### src/rtl/coef_bank_pkg.sv
package coef_bank_pkg;
    localparam int COEF_W        = 16;
    localparam int BYTE_W        = 8;
    localparam int COEFS_PER_BQ  = 5;
    localparam int CTL_EN_BIT    = 2;
    localparam int CTL_FLAG_BIT  = 1;
    localparam int CTL_SWAP_BIT  = 0;

    // pass-through default: leading numerator unity, everything else zero
    function automatic logic [COEF_W-1:0] coef_reset(input int slot);
        return ((slot % COEFS_PER_BQ) == 0) ? 16'h7FFF : 16'h0000;
    endfunction
endpackage

### src/rtl/coef_store.sv
module coef_store
    import coef_bank_pkg::*;
#(
    parameter int NWORDS = 15,
    parameter int SLOT_W = 4
) (
    input  logic              clk,
    input  logic              rst_n,
    input  logic              we,
    input  logic              wr_bank,
    input  logic [SLOT_W-1:0] wr_slot,
    input  logic [COEF_W-1:0] wr_data,
    input  logic              host_bank,
    input  logic [SLOT_W-1:0] host_slot,
    output logic [COEF_W-1:0] host_word,
    input  logic              dp_bank,
    input  logic [SLOT_W-1:0] dp_slot,
    output logic [COEF_W-1:0] dp_word
);
    logic [1:0][NWORDS-1:0][COEF_W-1:0] mem_d, mem_q;
    logic [NWORDS-1:0][COEF_W-1:0]      rst_vals;

    for (genvar w = 0; w < NWORDS; w++) begin : g_rst
        assign rst_vals[w] = coef_reset(w);
    end

    always_comb begin
        mem_d = mem_q;
        if (we && (int'(wr_slot) < NWORDS)) begin
            mem_d[wr_bank][wr_slot] = wr_data;
        end
    end

    always_ff @(posedge clk or negedge rst_n) begin
        if (!rst_n) begin
            mem_q <= {rst_vals, rst_vals};
        end else begin
            mem_q <= mem_d;
        end
    end

    always_comb begin
        host_word = '0;
        dp_word   = '0;
        if (int'(host_slot) < NWORDS) host_word = mem_q[host_bank][host_slot];
        if (int'(dp_slot) < NWORDS)   dp_word   = mem_q[dp_bank][dp_slot];
    end

    // a committed write lands in the addressed word
    p_write_lands_r7: assert property (@(posedge clk) disable iff (!rst_n)
        (we && int'(wr_slot) < NWORDS) |=> mem_q[$past(wr_bank)][$past(wr_slot)] == $past(wr_data));

    // a write never disturbs the other bank
    p_other_bank_kept_r3: assert property (@(posedge clk) disable iff (!rst_n)
        we |=> mem_q[!$past(wr_bank)] == $past(mem_q[!wr_bank]));
endmodule

### src/rtl/coef_host_ctrl.sv
module coef_host_ctrl
    import coef_bank_pkg::*;
#(
    parameter int NWORDS    = 15,
    parameter int SLOT_W    = 4,
    parameter int ADDR_W    = 8,
    parameter int CTRL_ADDR = 1,
    parameter int BASE_ADDR = 2
) (
    input  logic              clk,
    input  logic              rst_n,
    input  logic              wr_en,
    input  logic [ADDR_W-1:0] addr,
    input  logic [BYTE_W-1:0] wdata,
    output logic [BYTE_W-1:0] rdata,
    input  logic              frame_tick,
    input  logic [COEF_W-1:0] bank_rdata,
    output logic [SLOT_W-1:0] host_slot,
    output logic              bank_we,
    output logic [COEF_W-1:0] bank_wdata,
    output logic              host_bank_sel,
    output logic              dp_bank_sel
);
    localparam logic [ADDR_W-1:0] CTRL_A = ADDR_W'(CTRL_ADDR);
    localparam logic [ADDR_W-1:0] BASE_A = ADDR_W'(BASE_ADDR);
    localparam logic [ADDR_W-1:0] END_A  = ADDR_W'(BASE_ADDR + 2 * NWORDS);

    typedef struct packed {
        logic              en;
        logic              flag;
        logic              swap;
        logic              stage_vld;
        logic [BYTE_W-1:0] stage_byte;
        logic [SLOT_W-1:0] stage_slot;
    } hstate_t;

    hstate_t st_d, st_q;
    logic    is_ctrl, is_coef, is_low, ctrl_wr;
    logic    en_eff, req_eff, swap_now;

    always_comb begin
        is_ctrl   = (addr == CTRL_A);
        is_coef   = (addr >= BASE_A) && (addr < END_A);
        is_low    = addr[0] ^ BASE_A[0];
        host_slot = SLOT_W'((addr - BASE_A) >> 1);
        ctrl_wr   = wr_en && is_ctrl;
    end

    always_comb begin
        st_d       = st_q;
        bank_we    = 1'b0;
        bank_wdata = {st_q.stage_byte, wdata};
        en_eff     = ctrl_wr ? wdata[CTL_EN_BIT]   : st_q.en;
        req_eff    = ctrl_wr ? wdata[CTL_SWAP_BIT] : st_q.swap;
        swap_now   = frame_tick && en_eff && req_eff;
        st_d.en    = en_eff;
        st_d.swap  = req_eff;
        if (swap_now) begin
            st_d.flag = ~st_q.flag;
            st_d.swap = 1'b0;
        end
        if (wr_en) begin
            if (is_coef && !is_low) begin
                st_d.stage_vld  = 1'b1;
                st_d.stage_byte = wdata;
                st_d.stage_slot = host_slot;
            end else if (is_coef && st_q.stage_vld && (st_q.stage_slot == host_slot)) begin
                bank_we        = 1'b1;
                st_d.stage_vld = 1'b0;
            end else begin
                st_d.stage_vld = 1'b0;
            end
        end
    end

    always_ff @(posedge clk or negedge rst_n) begin
        if (!rst_n) begin
            st_q <= '0;
        end else begin
            st_q <= st_d;
        end
    end

    always_comb begin
        host_bank_sel = st_q.en ? ~st_q.flag : 1'b0;
        dp_bank_sel   = st_q.en ?  st_q.flag : 1'b0;
        rdata         = '0;
        if (is_ctrl) begin
            rdata[CTL_EN_BIT]   = st_q.en;
            rdata[CTL_FLAG_BIT] = st_q.flag;
            rdata[CTL_SWAP_BIT] = st_q.swap;
        end else if (is_coef) begin
            rdata = is_low ? bank_rdata[BYTE_W-1:0] : bank_rdata[COEF_W-1:BYTE_W];
        end
    end

    // the flag moves only on a frame boundary
    p_flag_on_boundary_r4: assert property (@(posedge clk) disable iff (!rst_n)
        !frame_tick |=> $stable(st_q.flag));

    // a performed swap clears the request and toggles the flag once
    p_swap_clears_r5: assert property (@(posedge clk) disable iff (!rst_n)
        (frame_tick && st_q.en && st_q.swap && !ctrl_wr) |=> (!st_q.swap && st_q.flag != $past(st_q.flag)));

    // a request is held while adaptive mode is off
    p_pending_kept_r6: assert property (@(posedge clk) disable iff (!rst_n)
        (st_q.swap && !st_q.en && !ctrl_wr) |=> st_q.swap);

    // a commit requires a matching staged high byte
    p_commit_pairs_r8: assert property (@(posedge clk) disable iff (!rst_n)
        bank_we |-> (st_q.stage_vld && st_q.stage_slot == host_slot && is_low));

    // reserved control bits read zero
    p_ctrl_bits_r2: assert property (@(posedge clk) disable iff (!rst_n)
        is_ctrl |-> rdata[7:3] == 5'd0);

    // reserved addresses read zero
    p_reserved_zero_r9: assert property (@(posedge clk) disable iff (!rst_n)
        (!is_ctrl && !is_coef) |-> rdata == '0);
endmodule

### src/rtl/coef_pingpong.sv
module coef_pingpong
    import coef_bank_pkg::*;
#(
    parameter int NUM_BQ    = 3,
    parameter int ADDR_W    = 8,
    parameter int CTRL_ADDR = 1,
    parameter int BASE_ADDR = 2,
    parameter int BQ_W      = (NUM_BQ > 1) ? $clog2(NUM_BQ) : 1
) (
    input  logic                     clk,
    input  logic                     rst_n,
    input  logic                     host_wr_en,
    input  logic [ADDR_W-1:0]        host_addr,
    input  logic [BYTE_W-1:0]        host_wdata,
    output logic [BYTE_W-1:0]        host_rdata,
    input  logic                     frame_tick,
    input  logic [BQ_W-1:0]          dp_biquad,
    input  logic [2:0]               dp_coef_sel,
    output logic signed [COEF_W-1:0] dp_coef
);
    localparam int NWORDS = NUM_BQ * COEFS_PER_BQ;
    localparam int SLOT_W = (NWORDS > 1) ? $clog2(NWORDS) : 1;

    logic [SLOT_W-1:0] host_slot, dp_slot;
    logic              bank_we, host_bank_sel, dp_bank_sel, dp_valid;
    logic [COEF_W-1:0] bank_wdata, host_word, dp_word;

    always_comb begin
        dp_valid = (int'(dp_biquad) < NUM_BQ) && (int'(dp_coef_sel) < COEFS_PER_BQ);
        dp_slot  = SLOT_W'(int'(dp_biquad) * COEFS_PER_BQ + int'(dp_coef_sel));
        dp_coef  = dp_valid ? $signed(dp_word) : '0;
    end

    coef_host_ctrl #(
        .NWORDS(NWORDS), .SLOT_W(SLOT_W), .ADDR_W(ADDR_W),
        .CTRL_ADDR(CTRL_ADDR), .BASE_ADDR(BASE_ADDR)
    ) ctrl_i (
        .clk(clk), .rst_n(rst_n), .wr_en(host_wr_en), .addr(host_addr),
        .wdata(host_wdata), .rdata(host_rdata), .frame_tick(frame_tick),
        .bank_rdata(host_word), .host_slot(host_slot), .bank_we(bank_we),
        .bank_wdata(bank_wdata), .host_bank_sel(host_bank_sel),
        .dp_bank_sel(dp_bank_sel)
    );

    coef_store #(.NWORDS(NWORDS), .SLOT_W(SLOT_W)) store_i (
        .clk(clk), .rst_n(rst_n), .we(bank_we), .wr_bank(host_bank_sel),
        .wr_slot(host_slot), .wr_data(bank_wdata), .host_bank(host_bank_sel),
        .host_slot(host_slot), .host_word(host_word), .dp_bank(dp_bank_sel),
        .dp_slot(dp_slot), .dp_word(dp_word)
    );

    // out-of-range datapath index yields zero
    p_dp_range_r9: assert property (@(posedge clk) disable iff (!rst_n)
        !dp_valid |-> dp_coef == '0);
endmodule

### config.mk
export PLATFORM = sky130hd
export DESIGN_NAME = coef_pingpong
export DESIGN_NICKNAME = d
export VERILOG_FILES = /design/src/rtl/coef_bank_pkg.sv /design/src/rtl/coef_store.sv /design/src/rtl/coef_host_ctrl.sv /design/src/rtl/coef_pingpong.sv
export SDC_FILE = /design/constraint.sdc
export NUM_CORES = 1
export LEC_CHECK = 0
export CORE_MARGIN = 1
export CORE_UTILIZATION = 48
export DETAILED_ROUTE_END_ITERATION = 10
export MAX_ROUTING_LAYER = met4
export PLACE_DENSITY = 0.66
export SETUP_SLACK_MARGIN = 0.05
export SYNTH_ARGS = -nofsm -noshare
export SYNTH_HDL_FRONTEND = slang
export SYNTH_SLANG_ARGS = --single-unit
### constraint.sdc
create_clock -name clk -period 6 [get_ports clk]
set_clock_uncertainty 0.2 [all_clocks]
set_input_delay 1.5 -clock clk [delete_from_list [all_inputs] [get_ports clk]]
set_output_delay 1.5 -clock clk [all_outputs]
set_load 0.01 [all_outputs]
==> results of run 1 <==
## placed cells by master (no fill, tap or decap), drive strengths merged, types with 39 or more instances in the layout
master  synthesis  routed
mux2          481     481
a21oi         101     101
buf            62     210
nand2         226     226
mux2i          64      64
nor2           47      47
mux4          172     172
clkbuf        133      80
dfstp          90      90
dfrtp         406     406
o21ai          39      39
## per-stage QoR
step / worst slack [ps] / hold WS [ps] / area, µm²
3_3_place_gp: -865 / 286 / 29500
5_1_grt: 28.2 / 314 / 31800
4_1_cts: -11.3 / 306 / 31800
6_report: 99.8 / 302 / 31800
2_1_floorplan: 78.3 / 269 / 27200
3_5_place_dp: -838 / 292 / 29500
## registers in the layout, summed over array words and instances (netlist names)
signal             flops
store_i.mem_q        480
ctrl_i.bank_wdata      8
ctrl_i.st_q            8
## worst reg2reg max path, delay by kind of cell, from the launching register on
family	cells	cell delay (ps)
flip-flops	1	400
multiplexers	1	470
XOR/XNOR	1	190
AND/OR/NAND/NOR	3	1640
AO/OA/AOI/OAI	1	100
## final cells by class
cell class | count | area share [%]
inverter | 9 | 0.106
tap | 748 | 2.94
clock inverter | 22 | 0.912
clock buffer | 77 | 4.74
sequential | 496 | 39.4
multi-input combinational | 1401 | 44.6
timing repair buffer | 244 | 7.32
antenna | 3 | 0.0236
## kinds of logic (layout without fill, tap and decap cells)
logic type / Yosys count / in the layout / share of synthesized area (%)
muxes: 717 / 717 / 36.6
and+or+nand+nor: 385 / 385 / 6.62
AOI/OAI and AO/OA: 281 / 281 / 6.63
DFF: 496 / 496 / 46.2
buffers and inverters: 204 / 352 / 3.16
xor gates and xnor gates: 8 / 8 / 0.259
other: 0 / 3 / 0
adders and majority gates: 10 / 10 / 0.489
## timing repair
item | 4_1_cts | 5_1_grt
setup endpoints to repair | 24 | 20
pin swaps | 31 | 11
endpoints found under the hold margin | 0 | 0
buffers inserted | 9 | 0
cloned | 3 | 0
resized for setup | 169 | 20
## power by group
part	total (mW)	internal [mW]	leakage, nW	switching (mW)
Sequential	3.48	3.37	6.59	0.115
Clock	3.42	2.01	0.892	1.41
Combinational	1.03	0.419	6.52	0.616
Total	7.94	5.79	14.0	2.14
## per-layer routing
metal,global-route usage [%],up-vias,part of all wire (%)
met3,4.90,225,7.4
li1,-,8099,-
met5,-,-,0
met2,47.5,921,47
met4,14.8,0,4.9
met1,42.1,10500,41
## worst min-delay path by stage
stage / from / end / slack, ps / cells after the start
finish: ctrl_i.st_q[2] / ctrl_i.st_q[2] / 300 / 2
global route: ctrl_i.st_q[2] / ctrl_i.st_q[2] / 310 / 2
CTS: ctrl_i.st_q[2] / ctrl_i.st_q[2] / 310 / 2
detailed placement: ctrl_i.st_q[2] / ctrl_i.st_q[2] / 290 / 2
global placement: ctrl_i.st_q[0] / ctrl_i.st_q[0] / 290 / 2
floorplan: ctrl_i.st_q[0] / ctrl_i.st_q[0] / 270 / 2
==> results.md, run 1 <==
- Status: finished clean
- CTS tree: yes
- Final period util: between 90% and 100%
- Most common cell in the netlist: mux2_2
- Reg2reg end: store_i.mem_q[215]
- Vias in the first global route: roughly 20,000
- CP Capture Type: output pin
- FF-to-FF setup slack: between 2000 and 3000 ps
- Final setup viols: 0
- Syn avg cell area: between 10 and 15 µm²
- R2r startpoint: ctrl_i.st_q[3]
- Worst path top cell family by delay: adder cells
- Nets: 2,240
- Vias per cell: about 6.6
- Worst Setup SP: dp_biquad[1]
- Post-Syn Area: roughly 27,000 µm²
- CTS Hold Bufs: 0
- Final Util: between 50% and 60%
- Hpwl dp: between 50,000 and 60,000 µm
- Crit. path cell count: 14
- Rel. slew slack: a little over a fifth
- RSZ-0062 raised after global routing: yes
- Share of the synthesized area in the top cell type: 37.5%
- Max Clock Freq: around 170 MHz
- Area of the multi-input gates: ~14,000 µm²
- FF+latch area: 12,500 µm²
- Worst-path clk slew: approximately 60 ps
- Worst Path Required: around 4300 ps
- Core area: around 55,000 µm²
- Placed instance count: approximately 2,900
- DRT iter0 DRCs: roughly 1,900
- Leak: roughly 14 nW
- Startpoint types: input port
- WL final: about 86,000 µm
- Clock sinks: 496
- Port bufs: 48
- Synth warnings: 0
- Hold crit path type: reg2reg
- Final non-filler cell total: 3,000
- Worst slew pin tran: around 1200 ps
- Synth area leader: dfrtp_1
- Post-synthesis sequential area ratio: between 40% and 50%
- Largest net degree at the start of global routing: ~130
- First-pass GRT wire length: between 100,000 and 150,000 µm
- Number of CTS-inserted buffers: 53
- VDD IR max: about 0.24 mV
- CP max stage delay: between 400 and 500 ps
- DR vias: 19,700
- Seq cells post-synth: 496
- Crit path time final: around 5900 ps
- Post-synth EDFFs: 0
- Vert. Die Dim: between 200 and 250 µm
- Die Footprint: 57,400 µm²
- Initial Util: between 40% and 50%
- CP bufs+invs: 6
- DR DRC count: 0
- Post-Syn Nets: between 2,000 and 2,500
- CTS H-tree lvls: 2
- Root buffer cell: clkbuf_16
- Ys flop type: dfrtp_1
- Syn-to-layout area delta: 17.4%
- Synth unique cells: 60
- Synth cell count leaders: mux2_2 (481), dfrtp_1 (406), nand2_1 (208)
- PwrDens: around 250 nW/µm²
- Tot GR Track Use: roughly a third
- Critical Path End: dp_coef[9]
- Worst-path fanout max: 7
- Share of cells above drive strength 1: 51.0%
- R2R cell count: 6
- Largest buffer count on any clock path: 3
- GP Congestion: ~0.96
- Clock Latency Late Sink: about 620 ps
- Fillers: between 4,000 and 5,000
- Crit path max-delay cell type: fa_4
- MaxCap Viol Count: 0
- Final Hold Viols: 0
- CP Class: in2out
- Top cells by area, synth: dfrtp_1 (37%), mux2_2 (20%), mux4_2 (14%)
- Slew Limit Fails: 0
- Setup TNS: 0 ps
- DR pass1 iterations: 5
- Row count: 86
- Crit-path most repeated cell: xnor2_2
- Chain of cells forming the critical path: clkbuf_2, ha_1, ha_2, inv_2, fa_4, xnor2_2, xnor2_2, buf_4, nand3b_1, buf_6, buf_12, a211o_1, o31ai_4, buf_2
- Wire per inst: 28.6 µm
- Total gr overflow: 0
- Post-Synthesis Cells: about 2,100
- Crit path DAT: 4200 ps
- Asr flop ratio synth: between 90% and 100%
- Die X: between 200 and 250 µm
- DRT antenna net count: 0
- Number of top-level design ports: 49
- Pwr Total: roughly 7.9 mW
- Initial antenna violation count: 2
Note: power is estimated with default switching activity, not from simulation.
==> run 2, diff against run 1 <==
- CELL_PAD_IN_SITES_DETAIL_PLACEMENT: unset -> 0
- CELL_PAD_IN_SITES_GLOBAL_PLACEMENT: unset -> 1
- PLACE_DENSITY: 0.66 -> unset
- PLACE_DENSITY_LB_ADDON: unset -> 0.1
==> run 2 against run 1 <==
Compared with the run above: non-clock buffer count grew 25; final cell count grew 1.0%; register-to-register slack lost 110 ps; via count shrank 0.54%; sequential power is essentially flat; worst hold slack lost 3.9 ps; flip-flop and latch count is the same; critical path depth shrank 1; worst setup slack gained 5.8 ps; maximum frequency is essentially flat; critical path type unchanged; largest cell class unchanged; largest power group is now the clock network.
==> results.md, run 2 (synthesis gave the netlist of run 1 again) <==
- Final setup viols: 0
- DR pass1 iterations: 5
- Hold crit path type: reg2reg
- Largest buffer count on any clock path: 3
- R2r startpoint: ctrl_i.st_q[3]
- Clock sinks: roughly 500
- Initial Util: 48.9%
- Port bufs: 48
- Vert. Die Dim: ~240 µm
- Slew Limit Fails: 0
- Worst Path Required: roughly 4300 ps
- CP bufs+invs: 6
- Final Hold Viols: 0
- CP max stage delay: 960 ps
- Nets: around 2,300
- Initial antenna violation count: 3
- Leak: 14.2 nW
- Worst-path fanout max: 6
- Commonest non-fill, non-tap cell in the layout: mux2_2
- Share of cells above drive strength 1: a little over half
- Worst path top cell family by delay: adder cells
- Final Util: 58.7%
- Syn-to-layout area delta: 20.0%
- R2R cell count: 6
- Largest net degree at the start of global routing: 135
- Setup TNS: 0 ps
- Die X: 240 µm
- CTS tree: yes
- Rel. slew slack: approximately an eighth
- Max FFs per register: 480
- Row count: 86
- Worst slew pin tran: roughly 1300 ps
- CP Class: in2out
- Top reg by flops: store_i.mem_q
- First-pass GRT wire length: 138,000 µm
- Startpoint types: input port
- Number of CTS-inserted buffers: 56
- CP Capture Type: output pin
- Placed instance count: between 2,000 and 3,000
- Worst-path clk slew: around 50 ps
- WL final: 93,000 µm
- PwrDens: approximately 250 nW/µm²
- Reg2reg end: store_i.mem_q[194]
- Wire per inst: 30.7 µm
- Total gr overflow: 0
- Hold path depth: 2
- Beginning of the worst hold path: ctrl_i.st_q[1]
- DR DRC count: 0
- Vias per cell: roughly 6.5
- Core area: 55,400 µm²
- Crit path max-delay cell type: fa_4
- MaxCap Viol Count: 0
- Most frequent cells in the layout: mux2_2 (481), dfrtp_1 (406), nand2_1 (207)
- CTS H-tree lvls: 2
- Final non-filler cell total: a little over 3,000
- Hold endpoint: ctrl_i.st_q[1]
- Die Footprint: roughly 57,000 µm²
- Tot GR Track Use: between 30 and 40%
- Root buffer cell: clkbuf_16
- DR vias: 19,600
- Number of top-level design ports: 49
- Max Clock Freq: about 170 MHz
- RSZ-0062 raised after global routing: no
- CTS Hold Bufs: 0
- Crit path DAT: between 4000 and 5000 ps
- Pwr Total: slightly above 8 mW
- Final hold slack: between 200 and 300 ps
- FF-to-FF setup slack: 2770 ps
- Hpwl dp: between 50,000 and 60,000 µm
- DRT antenna net count: 0
- GP Congestion: 0.913
- VDD IR max: about 0.20 mV
- Chain of cells forming the critical path: buf_6, ha_4, ha_4, inv_4, fa_4, buf_12, buf_12, buf_16, nor2b_4, a211oi_2, a211o_1, o31ai_4, buf_2
- Status: finished clean
- DRT iter0 DRCs: roughly 1,800
- Final period util: 98.2%
- Vias in the first global route: 19,800
- Crit path time final: approximately 5900 ps
- Clock Latency Late Sink: 610 ps
run 2: cell count changes in the layout (fill, tap and decap cells not counted), sizes merged, moves of 2 or more:
| cell | before | now |
|---|---|---|
| buf | 210 | 245 |
| bufinv | 6 | 4 |
| clkbuf | 80 | 90 |
| clkdlybuf4s15 | 2 | 4 |
| clkinv | 14 | 11 |
| dlygate4sd2 | 12 | 2 |
| inv | 11 | 9 |
run 2: worst min-delay path: stages, from the launching register on:
cell,delay (ps)
dfrtp_1,350
nand2_1,50
o21ai_0,60
run 2: repair_timing:
action	4_1_cts	5_1_grt
endpoints found under the setup margin	24	14
gates resized for setup	230	23
buffers inserted	21	1
cloned	8	0
pin swaps	52	14
run 2: area by class of cell:
cell class                      count  area [µm²]
Antenna cell                        3        7.51
Clock buffer                       88        1680
Clock inverter                     16         186
Fill cell                        4496       22900
Inverter                            9        36.3
Multi-Input combinational cell   1402       14400
Sequential cell                   496       12500
Tap cell                          748         936
Timing Repair Buffer              269        2750
run 2: where the power goes:
group | switching [mW] | total (mW) | leakage (nW) | internal, mW
logic | 0.710 | 1.22 | 6.73 | 0.513
clock network | 1.43 | 3.52 | 0.923 | 2.09
registers | 0.119 | 3.49 | 6.59 | 3.37
run 2: through the flow:
stage / worst slack (ps) / instance area [µm²]
finish: 106 / 32500
global route: 56.5 / 32500
CTS: 37.2 / 32400
detailed placement: -767 / 29600
global placement: -769 / 29600
floorplan: 78.3 / 27200
run 2: how the worst max path moves through the flow:
stage | from | to | slack, ps | cells after the start
after CTS | dp_biquad[0] | dp_coef[3] | 40 | 12
final | dp_coef_sel[1] | dp_coef[10] | 110 | 13
after global routing | host_addr[2] | host_rdata[5] | 60 | 15
after global placement | dp_biquad[1] | dp_coef[8] | -770 | 11
after detailed placement | dp_biquad[1] | dp_coef[8] | -770 | 11
after floorplan | host_addr[1] | host_rdata[2] | 80 | 14
run 2: per-layer routing:
| metal | global-route usage [%] | up-vias | share of wire [%] |
|---|---|---|---|
| li1 | - | 8179 | - |
| met1 | 45.4 | 10400 | 41 |
| met2 | 53.0 | 788 | 47 |
| met3 | 5.36 | 190 | 7.0 |
| met4 | 14.0 | 0 | 4.5 |
| met5 | - | - | 0 |
